## src/rtl/txq_pkg.sv

```systemverilog
package txq_pkg;
    localparam int          TXQ_DW     = 8;
    localparam int          TXQ_DEPTH  = 64;
    localparam int          TXQ_TW     = 6;
    localparam logic [5:0]  TXQ_AF_RST = 6'h37;
    localparam logic [5:0]  TXQ_AE_RST = 6'h04;

    typedef enum logic {TXS_IDLE, TXS_SEND} txs_t;
    typedef enum logic {CLS_OPEN, CLS_ARMED} cls_t;
endpackage

```

## src/rtl/txq_store.sv

```systemverilog
module txq_store #(
    parameter int DW    = 8,
    parameter int DEPTH = 64,
    parameter int CW    = 7,
    parameter int AW    = 6
) (
    input  logic          clk,
    input  logic          rst_n,
    input  logic          flush,
    input  logic          wr_ok,
    input  logic          rd_ok,
    input  logic          rd_zero,
    input  logic [DW-1:0] wr_data,
    output logic [DW-1:0] rd_data,
    output logic [CW-1:0] level,
    output logic [CW-1:0] level_nxt
);
    logic [DW-1:0] mem [DEPTH];
    logic [AW-1:0] wptr, rptr;

    function automatic logic [AW-1:0] step_ptr(input logic [AW-1:0] p);
        return (p == AW'(DEPTH - 1)) ? '0 : p + 1'b1;
    endfunction

    always_comb begin
        if (flush) level_nxt = '0;
        else       level_nxt = level + CW'(wr_ok) - CW'(rd_ok);
    end

    always_ff @(posedge clk) begin
        if (wr_ok) mem[wptr] <= wr_data;
    end

    always_ff @(posedge clk or negedge rst_n) begin
        if (!rst_n) begin
            wptr    <= '0;
            rptr    <= '0;
            level   <= '0;
            rd_data <= '0;
        end else begin
            level <= level_nxt;
            if (flush) begin
                wptr <= '0;
                rptr <= '0;
            end else begin
                if (wr_ok) wptr <= step_ptr(wptr);
                if (rd_ok) begin
                    rptr    <= step_ptr(rptr);
                    rd_data <= mem[rptr];
                end else if (rd_zero) begin
                    rd_data <= '0;
                end
            end
        end
    end
endmodule

```

## src/rtl/txq_flags.sv

```systemverilog
module txq_flags #(
    parameter int          TW     = 6,
    parameter int          CW     = 7,
    parameter logic [TW-1:0] AF_RST = 6'h37,
    parameter logic [TW-1:0] AE_RST = 6'h04
) (
    input  logic          clk,
    input  logic          rst_n,
    input  logic          flush,
    input  logic          thr_load,
    input  logic [TW-1:0] af_thr_in,
    input  logic [TW-1:0] ae_thr_in,
    input  logic [CW-1:0] level_nxt,
    input  logic          rd_ok,
    input  logic          ovf_evt,
    input  logic          unf_evt,
    output logic          af,
    output logic          ae,
    output logic          ovf,
    output logic          unf
);
    logic [TW-1:0] af_thr, ae_thr, af_thr_nxt, ae_thr_nxt;
    logic          above_af, above_ae;

    always_comb begin
        af_thr_nxt = thr_load ? af_thr_in : af_thr;
        ae_thr_nxt = thr_load ? ae_thr_in : ae_thr;
        above_af   = level_nxt > CW'(af_thr_nxt);
        above_ae   = level_nxt > CW'(ae_thr_nxt);
    end

    always_ff @(posedge clk or negedge rst_n) begin
        if (!rst_n) begin
            af_thr <= AF_RST;
            ae_thr <= AE_RST;
            af     <= 1'b0;
            ae     <= 1'b1;
            ovf    <= 1'b0;
            unf    <= 1'b0;
        end else begin
            af_thr <= af_thr_nxt;
            ae_thr <= ae_thr_nxt;
            ae     <= !above_ae;
            if (flush) begin
                af  <= 1'b0;
                ovf <= 1'b0;
                unf <= 1'b0;
            end else begin
                if (!af && above_af)             af <= 1'b1;
                else if (af && rd_ok && !above_af) af <= 1'b0;
                if (ovf_evt) ovf <= 1'b1;
                if (unf_evt) unf <= 1'b1;
            end
        end
    end
endmodule

```

## src/rtl/txq_ctrl.sv

```systemverilog
module txq_ctrl
    import txq_pkg::*;
(
    input  logic clk,
    input  logic rst_n,
    input  logic clr_ctl,
    input  logic auto_en,
    input  logic af,
    input  logic level_zero,
    output logic flush,
    output logic tx_req
);
    cls_t cls_q, cls_d;
    txs_t txs_q, txs_d;

    always_ff @(posedge clk or negedge rst_n) begin
        if (!rst_n) begin
            cls_q <= CLS_OPEN;
            txs_q <= TXS_IDLE;
        end else begin
            cls_q <= cls_d;
            txs_q <= txs_d;
        end
    end

    always_comb begin
        cls_d = cls_q;
        unique case (cls_q)
            CLS_OPEN:  if (clr_ctl)  cls_d = CLS_ARMED;
            CLS_ARMED: if (!clr_ctl) cls_d = CLS_OPEN;
        endcase
        txs_d = txs_q;
        if (flush) begin
            txs_d = TXS_IDLE;
        end else begin
            unique case (txs_q)
                TXS_IDLE: if (auto_en && af) txs_d = TXS_SEND;
                TXS_SEND: if (level_zero)    txs_d = TXS_IDLE;
            endcase
        end
    end

    always_comb begin
        flush  = (cls_q == CLS_ARMED) && !clr_ctl;
        tx_req = (txs_q == TXS_SEND);
    end
endmodule

```

## src/rtl/txq_top.sv

```systemverilog
module txq_top
    import txq_pkg::*;
#(
    parameter int            DW     = TXQ_DW,
    parameter int            DEPTH  = TXQ_DEPTH,
    parameter int            TW     = TXQ_TW,
    parameter logic [TW-1:0] AF_RST = TXQ_AF_RST,
    parameter logic [TW-1:0] AE_RST = TXQ_AE_RST,
    localparam int           CW     = $clog2(DEPTH + 1),
    localparam int           AW     = $clog2(DEPTH)
) (
    input  logic          clk,
    input  logic          rst_n,
    input  logic          wr_en,
    input  logic [DW-1:0] wr_data,
    input  logic          rd_en,
    output logic [DW-1:0] rd_data,
    input  logic [TW-1:0] af_thr_in,
    input  logic [TW-1:0] ae_thr_in,
    input  logic          thr_load,
    input  logic          clr_ctl,
    input  logic          auto_en,
    output logic [CW-1:0] level,
    output logic          almost_full,
    output logic          almost_empty,
    output logic          ovf_flag,
    output logic          unf_flag,
    output logic          err_flag,
    output logic          tx_req
);
    logic          flush_w, wr_ok, rd_ok, ovf_evt, unf_evt, is_empty, is_full;
    logic [CW-1:0] level_nxt;

    always_comb begin
        is_empty = (level == '0);
        is_full  = (level == CW'(DEPTH));
        rd_ok    = rd_en && !flush_w && !is_empty;
        wr_ok    = wr_en && !flush_w && (!is_full || rd_ok);
        ovf_evt  = wr_en && !flush_w && !wr_ok;
        unf_evt  = rd_en && !flush_w && is_empty;
        err_flag = ovf_flag || unf_flag;
    end

    txq_store #(.DW(DW), .DEPTH(DEPTH), .CW(CW), .AW(AW)) u_store (
        .clk(clk), .rst_n(rst_n), .flush(flush_w),
        .wr_ok(wr_ok), .rd_ok(rd_ok), .rd_zero(unf_evt),
        .wr_data(wr_data), .rd_data(rd_data),
        .level(level), .level_nxt(level_nxt)
    );

    txq_flags #(.TW(TW), .CW(CW), .AF_RST(AF_RST), .AE_RST(AE_RST)) u_flags (
        .clk(clk), .rst_n(rst_n), .flush(flush_w),
        .thr_load(thr_load), .af_thr_in(af_thr_in), .ae_thr_in(ae_thr_in),
        .level_nxt(level_nxt), .rd_ok(rd_ok),
        .ovf_evt(ovf_evt), .unf_evt(unf_evt),
        .af(almost_full), .ae(almost_empty), .ovf(ovf_flag), .unf(unf_flag)
    );

    txq_ctrl u_ctrl (
        .clk(clk), .rst_n(rst_n), .clr_ctl(clr_ctl), .auto_en(auto_en),
        .af(almost_full), .level_zero(is_empty),
        .flush(flush_w), .tx_req(tx_req)
    );
endmodule

```

## config.mk

```make
export PLATFORM = sky130hd
export DESIGN_NAME = txq_top
export DESIGN_NICKNAME = d
export VERILOG_FILES = /design/src/rtl/txq_pkg.sv /design/src/rtl/txq_store.sv /design/src/rtl/txq_flags.sv /design/src/rtl/txq_ctrl.sv /design/src/rtl/txq_top.sv
export SDC_FILE = /design/constraint.sdc
export NUM_CORES = 1
export LEC_CHECK = 0
export BUFFER_PORTS_ARGS = -buffer_cell sky130_fd_sc_hd__buf_2
export CORE_ASPECT_RATIO = 1.75
export CORE_MARGIN = 5
export CORE_UTILIZATION = 55
export DETAILED_ROUTE_END_ITERATION = 7
export GPL_TIMING_DRIVEN = 0
export PLACE_DENSITY = 0.71
export RECOVER_POWER = 100
export SETUP_SLACK_MARGIN = 0.1
export SYNTH_ARGS = -nofsm -noshare
export SYNTH_HDL_FRONTEND = slang
export SYNTH_SLANG_ARGS = --single-unit
export TNS_END_PERCENT = 5
```

## constraint.sdc

```tcl
create_clock -name clk -period 7.15 [get_ports clk]
set_clock_uncertainty 0.2 [all_clocks]
set_input_delay 1.0725 -clock clk [delete_from_list [all_inputs] [get_ports clk]]
set_output_delay 1.0725 -clock clk [all_outputs]
set_load 0.01 [all_outputs]
```

==> run metrics <==
Worst path max stage delay=0.59 ns; synthesized area per cell=17.81 µm²; most frequent cells in the layout=edfxtp_1 (512), mux2i_1 (163), nor2_1 (82); port bufs=47; vias in the first global route=12370; post-synth cell types=55; hold depth=2; Post-Route WL=52920 µm; Area growth syn-to-layout=10.79%; final setup fails=0; status=finished, violations left; Detail Route Antenna Nets=0; fillers=3032; min-delay src=u_flags.ae_thr[1]; R2R Path End=u_flags.af; area occupied by multi-input gates=5528 µm²; FFs w/ async S/R, synth=8.079%; leakage=0.008024 µW; Synth area leader=edfxtp_1; Worst Tran Pin Value=3.373 ns; Synth Register Bits=557; Startpoint Class=flop; H-Tree Depth=2; dpl ws=1.990 ns; Final min period=5.219 ns; highest metal used=met4; critical path's slowest cell=o211ai_1; CP max FO=9; Max Cap Viol=9; syn nets=1316; antenna violations before repair=0; Final Max Tran Viols=566; HP Class=reg -> reg; Via Count=11850; Wirelength per Cell=27.17 µm; Fin Setup TNS=0 ns; first-pass GRT wire length=78650 µm; Post-synth top flop=edfxtp_1; Initial Util=55.33%; Core ar.=40710 µm²; EDFF count, synth=512; setup bufs post-CTS=0; Num CTS Buffers=46; Post-Syn Area=22520 µm²; FP Rows=98; antenna cells=0; drt first pass iters=7; CTS max path bufs=3; HPWL after DPL=35520 µm; reg-to-reg startpoint=u_store.level[5]; Max VDD drop=0.3086 mV; vias per inst=6.083; Crit Path Category=reg -> reg; hold buffers post-CTS=0; required time worst endpoint=7.40 ns; period utilization=72.99%; CP arrival=5.47 ns; met3 wire length=2540 µm; sequential element share of the synthesized area=73.30%; routed wl met2=28620 µm; CP endpoint kind=flop; Storage cell area=16510 µm²; Max transition margin=-124.9%; grt ovf=0; CP Cell Sequence=inv_1 > ha_1 > nand4bb_1 > o211ai_1 > inv_1 > ha_1 > inv_1 > ha_1 > inv_1 > fa_1 > nand2b_1 > a21oi_1 > nor3_1 > nor3_1 > ha_1 > a211oi_1 > a21oi_1 > o31a_1; Die ar.=45260 µm²; share of the synthesized area in the top cell type=68.26%; Iteration-0 DRC Markers=976; Setup crit start=u_store.level[5]; clk root buf=clkbuf_16; worst hold slack=0.3110 ns; violated checks=max-capacitance violations, max-slew violations; final hold vios=0; commonest non-fill, non-tap cell in the layout=edfxtp_1; Post-Synthesis Cells=1265; die width=163.0 µm; RePlAce Congestion=0.9355; synth warn=0; Clock Latency Late Sink=0.57 ns; final worst slack=1.931 ns; worst reg-to-reg path cell count=18; Clock Sinks=557; Nets=1411; worst reg-to-reg setup slack=1.93 ns; largest cells by area after synthesis=edfxtp_1 (68%), mux2i_1 (7.2%), mux4_2 (6.4%); Power Density=324.9 nW/µm²; number of top-level pins=48; RSZ-0062 raised after global routing=false; GRT Total Usage=23.57%; layout cells sized above 1=15.02%; Die Y=277.7 µm; WL met1=18610 µm; Reg clk slew, reported paths=0.07 ns; TritonCTS clock tree=built; largest net degree at the start of global routing=65; post_cts resized=0; Peak Freq=0.1916 GHz; Hold Path End=u_flags.ae_thr[1]; drt drc=0
worst max-delay path, delay by kind of cell, from the launching register on:
kind | cells | cell delay [ns]
flip-flops | 1 | 0.42
buffers and inverters | 4 | 0.53
AND/OR/NAND/NOR | 4 | 0.94
adder cells (fa/ha/maj) | 5 | 1.53
AO/OA/AOI/OAI | 5 | 1.48
flip-flops by register name, summed over array words and instances, names as in the netlist:
name,count
u_flags.ae,1
u_store.wptr,6
u_flags.ovf,1
u_ctrl.cls_q,1
u_store.rptr,6
u_flags.af,1
u_flags.ae_thr,6
u_flags.unf,1
u_store.mem,512
u_ctrl.tx_req,1
u_flags.af_thr,6
u_store.level,7
u_store.rd_data,8
layer usage:
| layer | vias up | GRT usage, % |
|---|---|---|
| met5 | - | 0 |
| met1 | 6060 | 27.54 |
| met2 | 431 | 42.88 |
| met4 | 0 | 11.28 |
| met3 | 144 | 2.691 |
| li1 | 5214 | - |
worst max path at each step:
stage                            end  slack (ns)  cells after the start
final                     u_flags.af        1.93                     18
after global routing      u_flags.af        1.60                     18
after CTS                 u_flags.af        2.26                     18
after floorplan           u_flags.af        2.78                     15
after global placement    u_flags.af        2.08                     16
after detailed placement  u_flags.af        1.99                     16
synth_stat cells, types with 14 or more instances:
cell type and instances:
a21oi_1 46, a22oi_1 65, buf_2 27, clkbuf_1 25, dfrtp_1 38, edfxtp_1 512, ha_1 23, inv_1 26
mux2i_1 163, mux4_2 64, nand2_1 27, nor2_1 82, nor2b_1 14, o21ai_0 15
metrics by stage:
stage               util (%)  power (µW)  instances  cell area (µm²)
floorplan                  -        4961       1265            22520
CTS                    61.41        8158       1948            25000
finish                 61.30        8109       1948            24950
detailed placement     57.60        5612       1862            23450
global placement       57.60        5577       1862            23450
global route           61.30        8402       1948            24950
power breakdown:
group | internal [µW] | total [µW] | switching [µW]
Combinational | 707 | 1800 | 1090
Sequential | 3660 | 3730 | 69.4
Clock | 1450 | 2580 | 1130
final cells by class:
class / instances / share of cell area, %
Multi-Input combinational cell: 610 / 22.15
Inverter: 27 / 0.4061
Buffer: 71 / 1.524
Timing Repair Buffer: 47 / 0.7822
Clock buffer: 61 / 5.124
Tap cell: 550 / 2.758
Clock inverter: 25 / 1.093
Sequential cell: 557 / 66.16
logic make-up after synthesis:
family / after synthesis / share of synthesized area [%]
multiplexers: 229 / 13.74
buffers and inverters: 98 / 2.139
flip-flops: 557 / 73.30
adder cells (fa/ha/maj): 24 / 1.367
XOR/XNOR: 6 / 0.2333
AND/OR/NAND/NOR: 176 / 3.727
AO/OA/AOI/OAI: 175 / 5.494
No activity file was read; power rests on OpenSTA's default activity.
